**src/rtl/csm_pkg.sv**
```systemverilog
package csm_pkg;
   // Operation chosen for a step by the counter parity
   typedef enum logic {
      OP_PARTIAL  = 1'b0,
      OP_COMPRESS = 1'b1
   } csm_op_e;
endpackage

```
**src/rtl/csm_partial.sv**
```systemverilog
// Partial-product stage: X = A, Y = B >> 1, Z = B[0] ? A : 0
module csm_partial #(
   parameter int W = 37
) (
   input  logic [W-1:0] mcand,
   input  logic [W-1:0] mplier,
   output logic [W-1:0] pass_o,
   output logic [W-1:0] shift_o,
   output logic [W-1:0] gated_o
);
   assign pass_o  = mcand;
   assign shift_o = {1'b0, mplier[W-1:1]};
   for (genvar i = 0; i < W; i++) begin : g_gate
      assign gated_o[i] = mcand[i] & mplier[0];
   end
endmodule

```
**src/rtl/csm_compress.sv**
```systemverilog
// 3:2 compressor: carry word, sum word shifted right by one, sum LSB
module csm_compress #(
   parameter int W = 37
) (
   input  logic [W-1:0] p,
   input  logic [W-1:0] q,
   input  logic [W-1:0] r,
   output logic [W-1:0] carry_o,
   output logic [W-1:0] sum_sh_o,
   output logic         sum_lsb_o
);
   logic [W-1:0] sum;
   assign sum       = p ^ q ^ r;
   assign carry_o   = (p & q) | (q & r) | (p & r);
   assign sum_sh_o  = {1'b0, sum[W-1:1]};
   assign sum_lsb_o = sum[0];
endmodule

```
**src/rtl/csm_ctrl.sv**
```systemverilog
// Step counter and flush sequencer
module csm_ctrl #(
   parameter int STEPS       = 74,
   parameter int FLUSH_ITERS = 37,
   localparam int CW = $clog2(STEPS + 1),
   localparam int LW = $clog2(FLUSH_ITERS + 1)
) (
   input  logic                 clk,
   input  logic                 rst,
   input  logic                 fire,
   input  logic                 flush_adv,
   output csm_pkg::csm_op_e     op,
   output logic                 last_step,
   output logic                 flushing,
   output logic [CW-1:0]        cnt
);
   logic [CW-1:0] cnt_q;
   logic [LW-1:0] left_q;

   assign cnt       = cnt_q;
   assign op        = cnt_q[0] ? csm_pkg::OP_COMPRESS : csm_pkg::OP_PARTIAL;
   assign last_step = (cnt_q == CW'(1));
   assign flushing  = (left_q != '0);

   always_ff @(posedge clk) begin
      if (rst) begin
         cnt_q  <= CW'(STEPS);
         left_q <= '0;
      end else begin
         if (fire) begin
            cnt_q <= last_step ? CW'(STEPS) : cnt_q - CW'(1);
         end
         if (fire && last_step) begin
            left_q <= LW'(FLUSH_ITERS);
         end else if (flush_adv) begin
            left_q <= left_q - LW'(1);
         end
      end
   end
endmodule

```
**src/rtl/csm_bitbuf.sv**
```systemverilog
// Bit FIFO: single-bit push, CHUNK-bit pop, oldest bit at index 0
module csm_bitbuf #(
   parameter int DEPTH = 74,
   parameter int CHUNK = 37,
   localparam int FW = $clog2(DEPTH + 1)
) (
   input  logic             clk,
   input  logic             rst,
   input  logic             push,
   input  logic             push_bit,
   input  logic             pop,
   output logic             room,
   output logic             out_valid,
   output logic [CHUNK-1:0] out_data,
   output logic [FW-1:0]    fill
);
   logic [DEPTH-1:0] mem_q, mem_d;
   logic [FW-1:0]    fill_q, fill_d;

   assign fill      = fill_q;
   assign room      = (fill_q < FW'(DEPTH));
   assign out_valid = (fill_q >= FW'(CHUNK));
   assign out_data  = mem_q[CHUNK-1:0];

   always_comb begin
      mem_d  = mem_q;
      fill_d = fill_q;
      if (pop) begin
         mem_d  = mem_q >> CHUNK;
         fill_d = fill_q - FW'(CHUNK);
      end
      if (push) begin
         for (int i = 0; i < DEPTH; i++) begin
            if (FW'(i) == fill_d) mem_d[i] = push_bit;
         end
         fill_d = fill_d + FW'(1);
      end
   end

   always_ff @(posedge clk) begin
      if (rst) begin
         mem_q  <= '0;
         fill_q <= '0;
      end else begin
         mem_q  <= mem_d;
         fill_q <= fill_d;
      end
   end
endmodule

```
**src/rtl/csa_mul_step.sv**
```systemverilog
module csa_mul_step #(
   parameter int W           = 37,
   parameter int STEPS       = 74,
   parameter int FLUSH_ITERS = 37,
   parameter int DEPTH       = 74,
   parameter int CHUNK       = 37
) (
   input  logic             clk,
   input  logic             rst,
   input  logic             a_valid,
   output logic             a_ready,
   input  logic [W-1:0]     a_data,
   input  logic             b_valid,
   output logic             b_ready,
   input  logic [W-1:0]     b_data,
   input  logic             c_valid,
   output logic             c_ready,
   input  logic [W-1:0]     c_data,
   output logic             x_valid,
   input  logic             x_ready,
   output logic [W-1:0]     x_data,
   output logic             y_valid,
   input  logic             y_ready,
   output logic [W-1:0]     y_data,
   output logic             z_valid,
   input  logic             z_ready,
   output logic [W-1:0]     z_data,
   output logic             bits_valid,
   input  logic             bits_ready,
   output logic [CHUNK-1:0] bits_data
);
   localparam int CW = $clog2(STEPS + 1);
   localparam int FW = $clog2(DEPTH + 1);

   if (STEPS < 2 || (STEPS % 2) != 0) begin : g_bad_steps
      $error("STEPS must be even and at least 2");
   end
   if (CHUNK < 1 || CHUNK > DEPTH) begin : g_bad_chunk
      $error("CHUNK must lie in 1..DEPTH");
   end
   if (FLUSH_ITERS < 1 || W < 2) begin : g_bad_misc
      $error("FLUSH_ITERS must be positive and W at least 2");
   end

   csm_pkg::csm_op_e op;
   logic          last_step, flushing, flush_adv, fire, room;
   logic [CW-1:0] step_cnt;
   logic [FW-1:0] buf_fill;

   logic [W-1:0] pp_x, pp_y, pp_z;
   logic [W-1:0] st_carry, st_sum;
   logic         st_lsb;
   logic [W-1:0] fl_a_q, fl_b_q, fl_carry, fl_sum;
   logic         fl_lsb;
   logic         push, push_bit;

   logic         can_x, can_y, can_z;
   logic [W-1:0] x_q, y_q, z_q;
   logic         xv_q, yv_q, zv_q;

   assign can_x = !xv_q || x_ready;
   assign can_y = !yv_q || y_ready;
   assign can_z = !zv_q || z_ready;
   assign fire  = a_valid && b_valid && c_valid && can_x && can_y && can_z
                  && room && !flushing;
   assign a_ready = fire;
   assign b_ready = fire;
   assign c_ready = fire;
   assign flush_adv = flushing && room;

   csm_ctrl #(.STEPS(STEPS), .FLUSH_ITERS(FLUSH_ITERS)) u_ctrl (
      .clk(clk), .rst(rst), .fire(fire), .flush_adv(flush_adv),
      .op(op), .last_step(last_step), .flushing(flushing), .cnt(step_cnt)
   );

   csm_partial #(.W(W)) u_pp (
      .mcand(a_data), .mplier(b_data),
      .pass_o(pp_x), .shift_o(pp_y), .gated_o(pp_z)
   );

   csm_compress #(.W(W)) u_step_cmp (
      .p(a_data), .q(b_data), .r(c_data),
      .carry_o(st_carry), .sum_sh_o(st_sum), .sum_lsb_o(st_lsb)
   );

   csm_compress #(.W(W)) u_flush_cmp (
      .p(fl_a_q), .q(fl_b_q), .r('0),
      .carry_o(fl_carry), .sum_sh_o(fl_sum), .sum_lsb_o(fl_lsb)
   );

   assign push     = (fire && op == csm_pkg::OP_COMPRESS) || flush_adv;
   assign push_bit = flushing ? fl_lsb : st_lsb;

   csm_bitbuf #(.DEPTH(DEPTH), .CHUNK(CHUNK)) u_buf (
      .clk(clk), .rst(rst), .push(push), .push_bit(push_bit),
      .pop(bits_valid && bits_ready), .room(room),
      .out_valid(bits_valid), .out_data(bits_data), .fill(buf_fill)
   );

   always_ff @(posedge clk) begin
      if (rst) begin
         xv_q <= 1'b0;
         yv_q <= 1'b0;
         zv_q <= 1'b0;
      end else if (fire) begin
         xv_q <= 1'b1;
         yv_q <= 1'b1;
         zv_q <= 1'b1;
      end else begin
         if (x_ready) xv_q <= 1'b0;
         if (y_ready) yv_q <= 1'b0;
         if (z_ready) zv_q <= 1'b0;
      end
   end

   always_ff @(posedge clk) begin
      if (fire) begin
         if (op == csm_pkg::OP_PARTIAL) begin
            x_q <= pp_x;
            y_q <= pp_y;
            z_q <= pp_z;
         end else begin
            x_q <= st_carry;
            y_q <= st_sum;
            z_q <= '0;
         end
      end
   end

   always_ff @(posedge clk) begin
      if (fire && last_step) begin
         fl_a_q <= st_carry;
         fl_b_q <= st_sum;
      end else if (flush_adv) begin
         fl_a_q <= fl_carry;
         fl_b_q <= fl_sum;
      end
   end

   assign x_valid = xv_q;
   assign y_valid = yv_q;
   assign z_valid = zv_q;
   assign x_data  = x_q;
   assign y_data  = y_q;
   assign z_data  = z_q;
endmodule

```
**config.mk**
```make
export PLATFORM = sky130hd
export DESIGN_NAME = csa_mul_step
export DESIGN_NICKNAME = d
export VERILOG_FILES = /design/src/rtl/csm_pkg.sv /design/src/rtl/csm_partial.sv /design/src/rtl/csm_compress.sv /design/src/rtl/csm_ctrl.sv /design/src/rtl/csm_bitbuf.sv /design/src/rtl/csa_mul_step.sv
export SDC_FILE = /design/constraint.sdc
export NUM_CORES = 1
export LEC_CHECK = 0
export BUFFER_PORTS_ARGS = -buffer_cell sky130_fd_sc_hd__buf_2
export CAP_MARGIN = 20
export CORE_MARGIN = 2
export CORE_UTILIZATION = 40
export CTS_BUF_LIST = sky130_fd_sc_hd__clkbuf_8
export CTS_CLUSTER_DIAMETER = 120
export DETAILED_ROUTE_END_ITERATION = 12
export GPL_ROUTABILITY_DRIVEN = 0
export PLACE_DENSITY_LB_ADDON = 0.12
export SLEW_MARGIN = 10
export SYNTH_ARGS = -nofsm -noshare
export SYNTH_HDL_FRONTEND = slang
export SYNTH_SLANG_ARGS = --single-unit
export TNS_END_PERCENT = 100
```
**constraint.sdc**
```tcl
create_clock -name clk -period 4.9 [get_ports clk]
set_input_delay 0.49 -clock clk [delete_from_list [all_inputs] [get_ports clk]]
set_output_delay 0.49 -clock clk [all_outputs]
set_load 0.02 [all_outputs]
```
==> impl_metrics.toml, run 1 <==
[status]
status = "completed"

[clock_network]
htreeDepth = 2
clkTransAtPathRegs_ns = 0.06
cts_setup_buffers = 0
cts_buffer_depth = 3
clock_sinks = 280
cts_inserted_buffers = 51
clkLatencyLatePin_ns = 0.62
clockRootBuffer = "clkbuf_8"
cts_tree = "built"
cts_resized = 0
ctsHoldBuffers = 0

[setup_path]
path_class = "reg -> reg"
endpoint_kind = "flip-flop"
required_ns = 5.41
arrival_ns = 4.20
path_cells = "inv_1 > ha_1 > nor4_2 > nand2_1 > nand2_1 > buf_4 > a21oi_1 > inv_1 > ha_1 > inv_1 > nor3_2 > nand3_1 > mux2_2"
crit_family = "simple AND/OR/NAND/NOR gates"
crit_buf_inv = 4
cp_common_cell = "inv_1"
cp_slowest_cell = "nor3_2"
start_kind = "flip-flop"
crit_fanout = 21
max_stage_delay_ns = 0.76

[timing]
worst_slack_ns = 1.21
rsz0062_at_grt = "no"
slew_headroom_pct = 29.0
clock.fmax_ghz = 0.271
fin_tns_setup_ns = 0
tightest_slew_ns = 1.06
period_minus_slack_ns = 3.69
finalHoldViolCount = 0
drv_slew = 0
final.period_utilization_pct = 75.2
setup_viol = 0
fin_skew_ns = 0.0316

[power]
pwr-share-comb_pct = 27.3
peakVddDrop_mv = 0.268
cellLeakagePower_nw = 6.91
p_int_mw = 4.97
switching_share_pct = 32.3
finalPower_mw = 7.34
clockPowerShare_pct = 27.7
powerDensity_nw_per_um2 = 438
p_seq_share_pct = 44.9
p_switching_mw = 2.37

[floorplanning]
die_h_um = 193
rows = 69
io_pins = 275
dieArea_um2 = 37200
core_um2 = 35300
start_util_pct = 40.4
die_w_um = 193

[routing]
drtPass1Iterations = 5
wl_um = 36200
wl_per_cell_um = 19.4
drc = 0
num_vias = 9725
vias_per_cell = 5.22
dr.first_iter.drc_count = 584
drtAntennaViolNets = 0

[placed_design]
pre_cts_ws_ns = 1.26
placedCellCount = 1768
dp_hpwl_um = 24500
port_buffers = 273

[synth]
post_synth.cell_area_avg_um2 = 12.7
syn_nets = 1327
synthArstFlopShare_pct = 0
ys_types = 62
yosysSeqAreaShare_pct = 52.2
syn_area_um2 = 14300
ys_ff_latch = 280
synthCells = 1123
synth_ff_type = "edfxtp_1"
ys_warn_count = 0
synth-edff-count = 183

[final_layout]
fin_nets = 1564
drive_above_1_share_pct = 40.0
fin_cells = 1864
final_core_util_pct = 47.4
area_growth_syn_to_layout_pct = 17.5

[grt]
grt_usage_pct = 19.3
grt_pass1_wl_um = 55100
grt_pass1_vias = 9785
grt_max_degree = 68
grt_overflow_total = 0
antenna_found_initial = 2

[hold_path]
hold_class = "in -> reg"

[job]
maxCapViolCount = 0
-- per-layer routing --
metal  part of all wire (%)  global-route usage (%)  routed length (um)
met5                  0.050                       0                  18
met4                    2.1                    6.14                 760
met3                    6.0                    4.15                2180
met2                     47                    30.6               16900
met1                     45                    26.4               16300
-- path summary, 6_finish.rpt --
check	slack (ns)	cells after the start	from	endpoint
max	1.21	13	u_buf.fill[1]	u_buf.mem_q[11]
min	0.21	2	b_data[25]	y_data[24]
max reg2reg	1.21	13	u_buf.fill[1]	u_buf.mem_q[11]
min reg2reg	0.46	2	u_buf.mem_q[40]	u_buf.mem_q[40]
-- worst register-to-register path: cells and delay by family (launching register included) --
kind,cells,cell delay (ns)
and+or+nand+nor,5,1.49
buffers and inverters,4,0.66
DFF,1,0.50
adders and majority gates,2,0.41
muxes,1,0.33
AOI/OAI and AO/OA,1,0.20
-- cell usage after synthesis (all sizes together), types with 3 or more instances --
cell type,n,area (um2)
buf,63,429
o21a,5,37.5
o21ai,9,45.0
nand3,33,165
a211oi,4,30.0
o31a,3,26.3
a221oi,12,105
a2111oi,4,110
nand2b,8,50.1
inv,17,63.8
o41ai,9,78.8
dfxtp,97,1940
nand4,6,37.5
nor2b,4,25.0
clkbuf,45,169
nand2,126,473
mux2i,32,320
fa,37,741
ha,47,588
edfxtp,183,5500
a31o,12,105
nor3,31,170
xor2,5,43.8
mux2,171,1980
xnor2,10,87.6
and3,37,231
a21oi,37,189
o311ai,8,70.1
nor2,24,90.1
or3,3,18.8
nor4,8,71.3
nand3b,8,60.1
-- power by group through the flow --
stage | sequential [mW] | combinational [mW] | clock, mW
finish | 3.30 | 2.01 | 2.04
detailed placement | 3.35 | 2.03 | 0
CTS | 3.30 | 2.05 | 2.11
global placement | 3.34 | 2.00 | 0
floorplan | 3.37 | 1.38 | 0
global route | 3.33 | 2.26 | 2.20
-- final cells by class --
type,count,area (um2)
Clock inverter,41,179
Inverter,17,63.8
Clock buffer,54,743
Tap cell,461,577
Sequential cell,280,7440
Antenna cell,1,2.50
Fill cell,3288,18600
Multi-Input combinational cell,718,6230
Timing Repair Buffer,292,1510
-- through the flow --
step / instance area, um2 / hold slack (ns)
detailed placement: 15800 / 0.452
global route: 16700 / 0.170
floorplan: 14300 / 0.439
CTS: 16700 / 0.140
finish: 16700 / 0.211
global placement: 15800 / 0.447
-- sequential cells by signal, summed over array words and instances, names as in the netlist --
name           cells
x_valid            1
u_buf.mem_q       74
x_data            37
u_buf.fill         7
u_ctrl.left_q      6
u_ctrl.cnt         7
z_valid            1
y_valid            1
fl_a_q            37
y_data            36
z_data            37
fl_b_q            36
-- cell usage in the layout (no fill, tap or decap), types with 7 or more instances in the layout --
cell type,synthesis,routed
mux2_4,15,15
clkinv_1,0,16
a221oi_1,12,12
a21oi_1,36,36
buf_4,40,18
nand3b_1,8,8
buf_2,16,273
nand3_1,33,33
nand2b_1,8,8
ha_1,47,47
a31o_2,12,12
o41ai_1,9,9
edfxtp_1,183,183
nor2_1,24,21
mux2_2,156,156
inv_1,17,35
and3_1,37,36
clkbuf_8,0,54
xnor2_1,10,10
o311ai_0,7,7
mux2i_1,32,32
dfxtp_1,97,96
nor3_1,28,25
fa_1,37,37
nand2_1,126,125
-- logic make-up (layout without fill, tap and decap cells) --
group                      after synthesis  after routing  synth area share [%]
adders and majority gates               84             84                  9.32
buffers and inverters                  125            404                  4.64
DFF                                    280            280                  52.2
other                                    1              2                0.0263
muxes                                  203            203                  16.2
xor gates and xnor gates                15             15                 0.922
AOI/OAI and AO/OA                      116            116                  6.32
and+or+nand+nor                        299            299                  10.4
Note: power is estimated with default switching activity, not from simulation.
==> run 2: changes to the inputs <==
==> constraint.sdc (replaced) <==
create_clock -name clk -period 3.4 [get_ports clk]
set_input_delay 0.34 -clock clk [delete_from_list [all_inputs] [get_ports clk]]
set_output_delay 0.34 -clock clk [all_outputs]
set_load 0.02 [all_outputs]
==> impl_metrics.toml, run 2 (synthesis gave the netlist of run 1 again) <==
[final_layout]
final_common_cell = "buf_2"
nFillCells = 3210
largest_register_ffs = 74
most-common-layout-cells = "273 x buf_2, 183 x edfxtp_1, 156 x mux2_2"
regMostFlops = "u_buf.mem_q"
drive_above_1_share_pct = 41.1
area_growth_syn_to_layout_pct = 19.6
fin_nets = 1596

[setup_path]
cp_slowest_cell = "a2111oi_4"
path_class = "reg -> reg"
crit_family = "compound AO/OA/AOI/OAI gates"
path_cells = "inv_1 > ha_1 > nor2b_1 > a32o_1 > nand3_1 > a2111oi_4 > a221oi_1 > a31o_2"
required_ns = 3.91
arrival_ns = 3.68
endpoint_kind = "flip-flop"
crit_fanout = 10
start_kind = "flip-flop"
max_stage_delay_ns = 0.72
reg2reg_slack_ns = 0.23
crit_buf_inv = 1

[floorplanning]
start_util_pct = 40.4
rows = 69
core_um2 = 35300
die_h_um = 193
dieArea_um2 = 37200
io_pins = 275
die_w_um = 193

[routing]
num_vias = 9775
drtAntennaViolNets = 0
dr.first_iter.drc_count = 545
wl_per_cell_um = 19.1
drc = 0
wl_um = 36200
drtPass1Iterations = 5
vias_per_cell = 5.16

[hold_path]
hold_class = "in -> reg"

[grt]
grt_pass1_wl_um = 54800
grt_max_degree = 71
antenna_found_initial = 2
grt_usage_pct = 19.2
grt_pass1_vias = 9739
grt_overflow_total = 0

[timing]
tightest_slew_ns = 1.04
finalHoldViolCount = 0
final.period_utilization_pct = 93.4
fin_skew_ns = 0.0297
slew_headroom_pct = 30.9
fin_tns_setup_ns = 0
drv_slew = 0
period_minus_slack_ns = 3.17
setup_viol = 0
clock.fmax_ghz = 0.315
worst_slack_ns = 0.225
rsz0062_at_grt = "no"

[status]
status = "completed"

[clock_network]
clockRootBuffer = "clkbuf_8"
cts_tree = "built"
clkTransAtPathRegs_ns = 0.06
cts_inserted_buffers = 51
clock_sinks = 280
cts_buffer_depth = 3
clkLatencyLatePin_ns = 0.64
htreeDepth = 2

[power]
finalPower_mw = 10.7
powerDensity_nw_per_um2 = 630
peakVddDrop_mv = 0.347
cellLeakagePower_nw = 7.09

[placed_design]
dp_hpwl_um = 24700
port_buffers = 273
pre_cts_ws_ns = 0.165

[job]
maxCapViolCount = 0
-- run 2: cell count changes in the layout (fill, tap and decap cells not counted), sizes merged --
| cell | change |
|---|---|
| clkinv | -3 |
| diode | +1 |
| inv | -1 |
| clkinvlp | -1 |
| dlygate4sd3 | +4 |
| buf | +28 |
| clkbuf | +2 |
-- run 2: layer usage --
metal / track usage [%] / up-vias / wire [um]
met5: 0 / - / 27
met4: 5.14 / 4 / 667
met3: 5.16 / 62 / 2290
met2: 30.8 / 264 / 17100
met1: 25.5 / 4782 / 16100
li1: - / 4663 / -
-- run 2: where the power goes --
part	total, mW	internal, mW	switching (mW)
Clock	2.98	1.51	1.47
Sequential	4.72	4.52	0.209
Combinational	3.04	1.28	1.76
Total	10.7	7.31	3.43
-- run 2: layout make-up --
class,instances,area [um2],area share [%]
clock inverters,36,163,0.954
flip-flops and latches,280,7440,43.6
inverters,17,63.8,0.374
diodes,2,5.00,0.0294
clock buffers,56,771,4.52
well taps,461,577,3.38
repair buffers,324,1830,10.8
multi-input cells,718,6190,36.3
-- run 2: final timing paths --
path,startpoint,to,depth (start not counted)
worst max-delay path,u_buf.fill[0],u_buf.mem_q[34],8
worst min-delay path,b_data[27],y_data[26],2
worst max register to register,u_buf.fill[0],u_buf.mem_q[34],8
worst min register to register,u_buf.mem_q[42],u_buf.mem_q[42],2
-- run 2: stage by stage --
step / area (um2) / hold WS, ns / util (%) / cells
floorplan: 14300 / 0.439 / - / 1123
CTS: 17000 / 0.000371 / 48.2 / 1890
global placement: 16100 / 0.446 / 45.5 / 1794
global route: 17000 / 0.0122 / 48.3 / 1892
detailed placement: 16100 / 0.451 / 45.5 / 1794
finish: 17000 / 0.0596 / 48.3 / 1894
-- run 2: timing repair --
item	CTS	global route
endpoints found under the setup margin	0	18
endpoints found under the hold margin	4	0
buffers inserted	0	2
hold buffers	4	0
resized for setup	0	1
==> run 3: changes to the inputs <==
--- a/config.mk
+++ b/config.mk
@@ -8,12 +8,13 @@
 export BUFFER_PORTS_ARGS = -buffer_cell sky130_fd_sc_hd__buf_2
 export CAP_MARGIN = 20
 export CORE_MARGIN = 2
-export CORE_UTILIZATION = 40
+export CORE_UTILIZATION = 56
 export CTS_BUF_LIST = sky130_fd_sc_hd__clkbuf_8
 export CTS_CLUSTER_DIAMETER = 120
 export DETAILED_ROUTE_END_ITERATION = 12
 export GPL_ROUTABILITY_DRIVEN = 0
 export PLACE_DENSITY_LB_ADDON = 0.12
+export SETUP_SLACK_MARGIN = 0.3
 export SLEW_MARGIN = 10
 export SYNTH_ARGS = -nofsm -noshare
 export SYNTH_HDL_FRONTEND = slang
==> impl_metrics.toml, run 3 (synthesis gave the netlist of run 1 again) <==
[clock_network]
htreeDepth = 2
cts_tree = "built"
ctsHoldBuffers = 0
clockRootBuffer = "clkbuf_8"
clkLatencyLatePin_ns = 0.56
cts_inserted_buffers = 46
clkTransAtPathRegs_ns = 0.07
clock_sinks = 280
cts_buffer_depth = 3

[final_layout]
area_growth_syn_to_layout_pct = 18.3
multi_input_area_um2 = 6240
largest_register_ffs = 74
drive_above_1_share_pct = 42.3
regMostFlops = "u_buf.mem_q"
final_core_util_pct = 67.1
fin_cells = 1763
most-common-layout-cells = "273 x buf_2, 183 x edfxtp_1, 156 x mux2_2"
fin_nets = 1598
seq_area_um2 = 7440
nFillCells = 1944
finish.instance_area_um2 = 16900
final_common_cell = "buf_2"

[job]
maxCapViolCount = 0

[power]
clockPowerShare_pct = 26.1
powerDensity_nw_per_um2 = 636
p_switching_mw = 3.38
peakVddDrop_mv = 0.364
pwr-share-comb_pct = 29.6
cellLeakagePower_nw = 7.08
p_seq_share_pct = 44.3
finalPower_mw = 10.7
switching_share_pct = 31.6
p_int_mw = 7.33

[routing]
wl_per_cell_um = 19.6
drtAntennaViolNets = 0
drc = 0
drtPass1Iterations = 5
dr.first_iter.drc_count = 819
vias_per_cell = 5.68
wl_um = 34500
num_vias = 10013

[timing]
slew_headroom_pct = 47.2
worst_slack_ns = 0.447
period_minus_slack_ns = 2.95
setup_viol = 0
rsz0062_at_grt = "yes"
clock.fmax_ghz = 0.339
holdWs_ns = 0.118
fin_skew_ns = 0.0132
finalHoldViolCount = 0
fin_tns_setup_ns = 0
final.period_utilization_pct = 86.8
tightest_slew_ns = 0.787
drv_slew = 0

[floorplanning]
die_h_um = 164
dieArea_um2 = 26700
core_um2 = 25100
rows = 58
start_util_pct = 56.8
io_pins = 275
die_w_um = 164

[setup_path]
crit_buf_inv = 1
crit_family = "simple AND/OR/NAND/NOR gates"
required_ns = 3.06
path_class = "reg -> out"
crit_fanout = 19
endpoint_kind = "primary output"
start_kind = "flip-flop"
cp_slowest_cell = "and3_4"
arrival_ns = 2.61
path_cells = "or3_1 > nor3b_1 > and3_4 > buf_2"
max_stage_delay_ns = 0.55

[grt]
grt_pass1_wl_um = 53000
grt_max_degree = 78
antenna_found_initial = 2
grt_pass1_vias = 10082
grt_usage_pct = 25.3
grt_overflow_total = 0

[placed_design]
dp_hpwl_um = 23500
pre_cts_ws_ns = 0.112
placedCellCount = 1661
port_buffers = 273
place_area_um2 = 15800

[hold_path]
hold_class = "in -> reg"

[status]
status = "completed"
run 3: cell types whose count changed in the layout (fill, tap and decap cells not counted), sizes merged:
cell         change
buf             +10
inv              -6
dlygate4sd3      -4
clkbuf           -2
and3             +1
clkinv           +1
run 3: metal layers:
layer	part of all wire [%]	vias up	global-route usage, %
met1	42	4943	33.4
met5	0	-	0
met2	49	333	42.3
met3	5.9	74	4.32
met4	2.8	0	9.13
li1	-	4663	-
run 3: path summary, 6_finish.rpt:
check	from	end	slack, ns	cells past startpoint
setup / recovery	u_ctrl.left_q[2]	c_ready	0.45	4
hold / removal	b_data[27]	y_data[26]	0.12	2
setup reg to reg	u_buf.fill[0]	u_buf.mem_q[36]	0.47	8
hold reg to reg	u_buf.mem_q[48]	u_buf.mem_q[48]	0.46	2
run 3: what timing repair did:
action | 4_1_cts | 5_1_grt
setup buffers | 3 | 10
gates cloned | 1 | 0
pin swaps | 4 | 4
endpoints found under the setup margin | 22 | 60
gates resized for setup | 3 | 5
run 3: power groups by stage:
stage | Combinational [mW] | Sequential [mW] | Clock, mW
floorplan | 2.00 | 4.82 | 0
global placement | 2.93 | 4.79 | 0
detailed placement | 3.02 | 4.82 | 0
CTS | 3.08 | 4.75 | 2.86
global route | 3.51 | 4.80 | 3.00
finish | 3.17 | 4.74 | 2.80
run 3: cell type report:
class | instances | area share, %
clock buffer | 54 | 4.41
sequential | 280 | 44.1
inverter | 17 | 0.379
antenna | 2 | 0.0297
clock inverter | 31 | 0.779
multi-input combinational | 719 | 37.0
tap | 330 | 2.45
timing repair buffer | 330 | 10.8
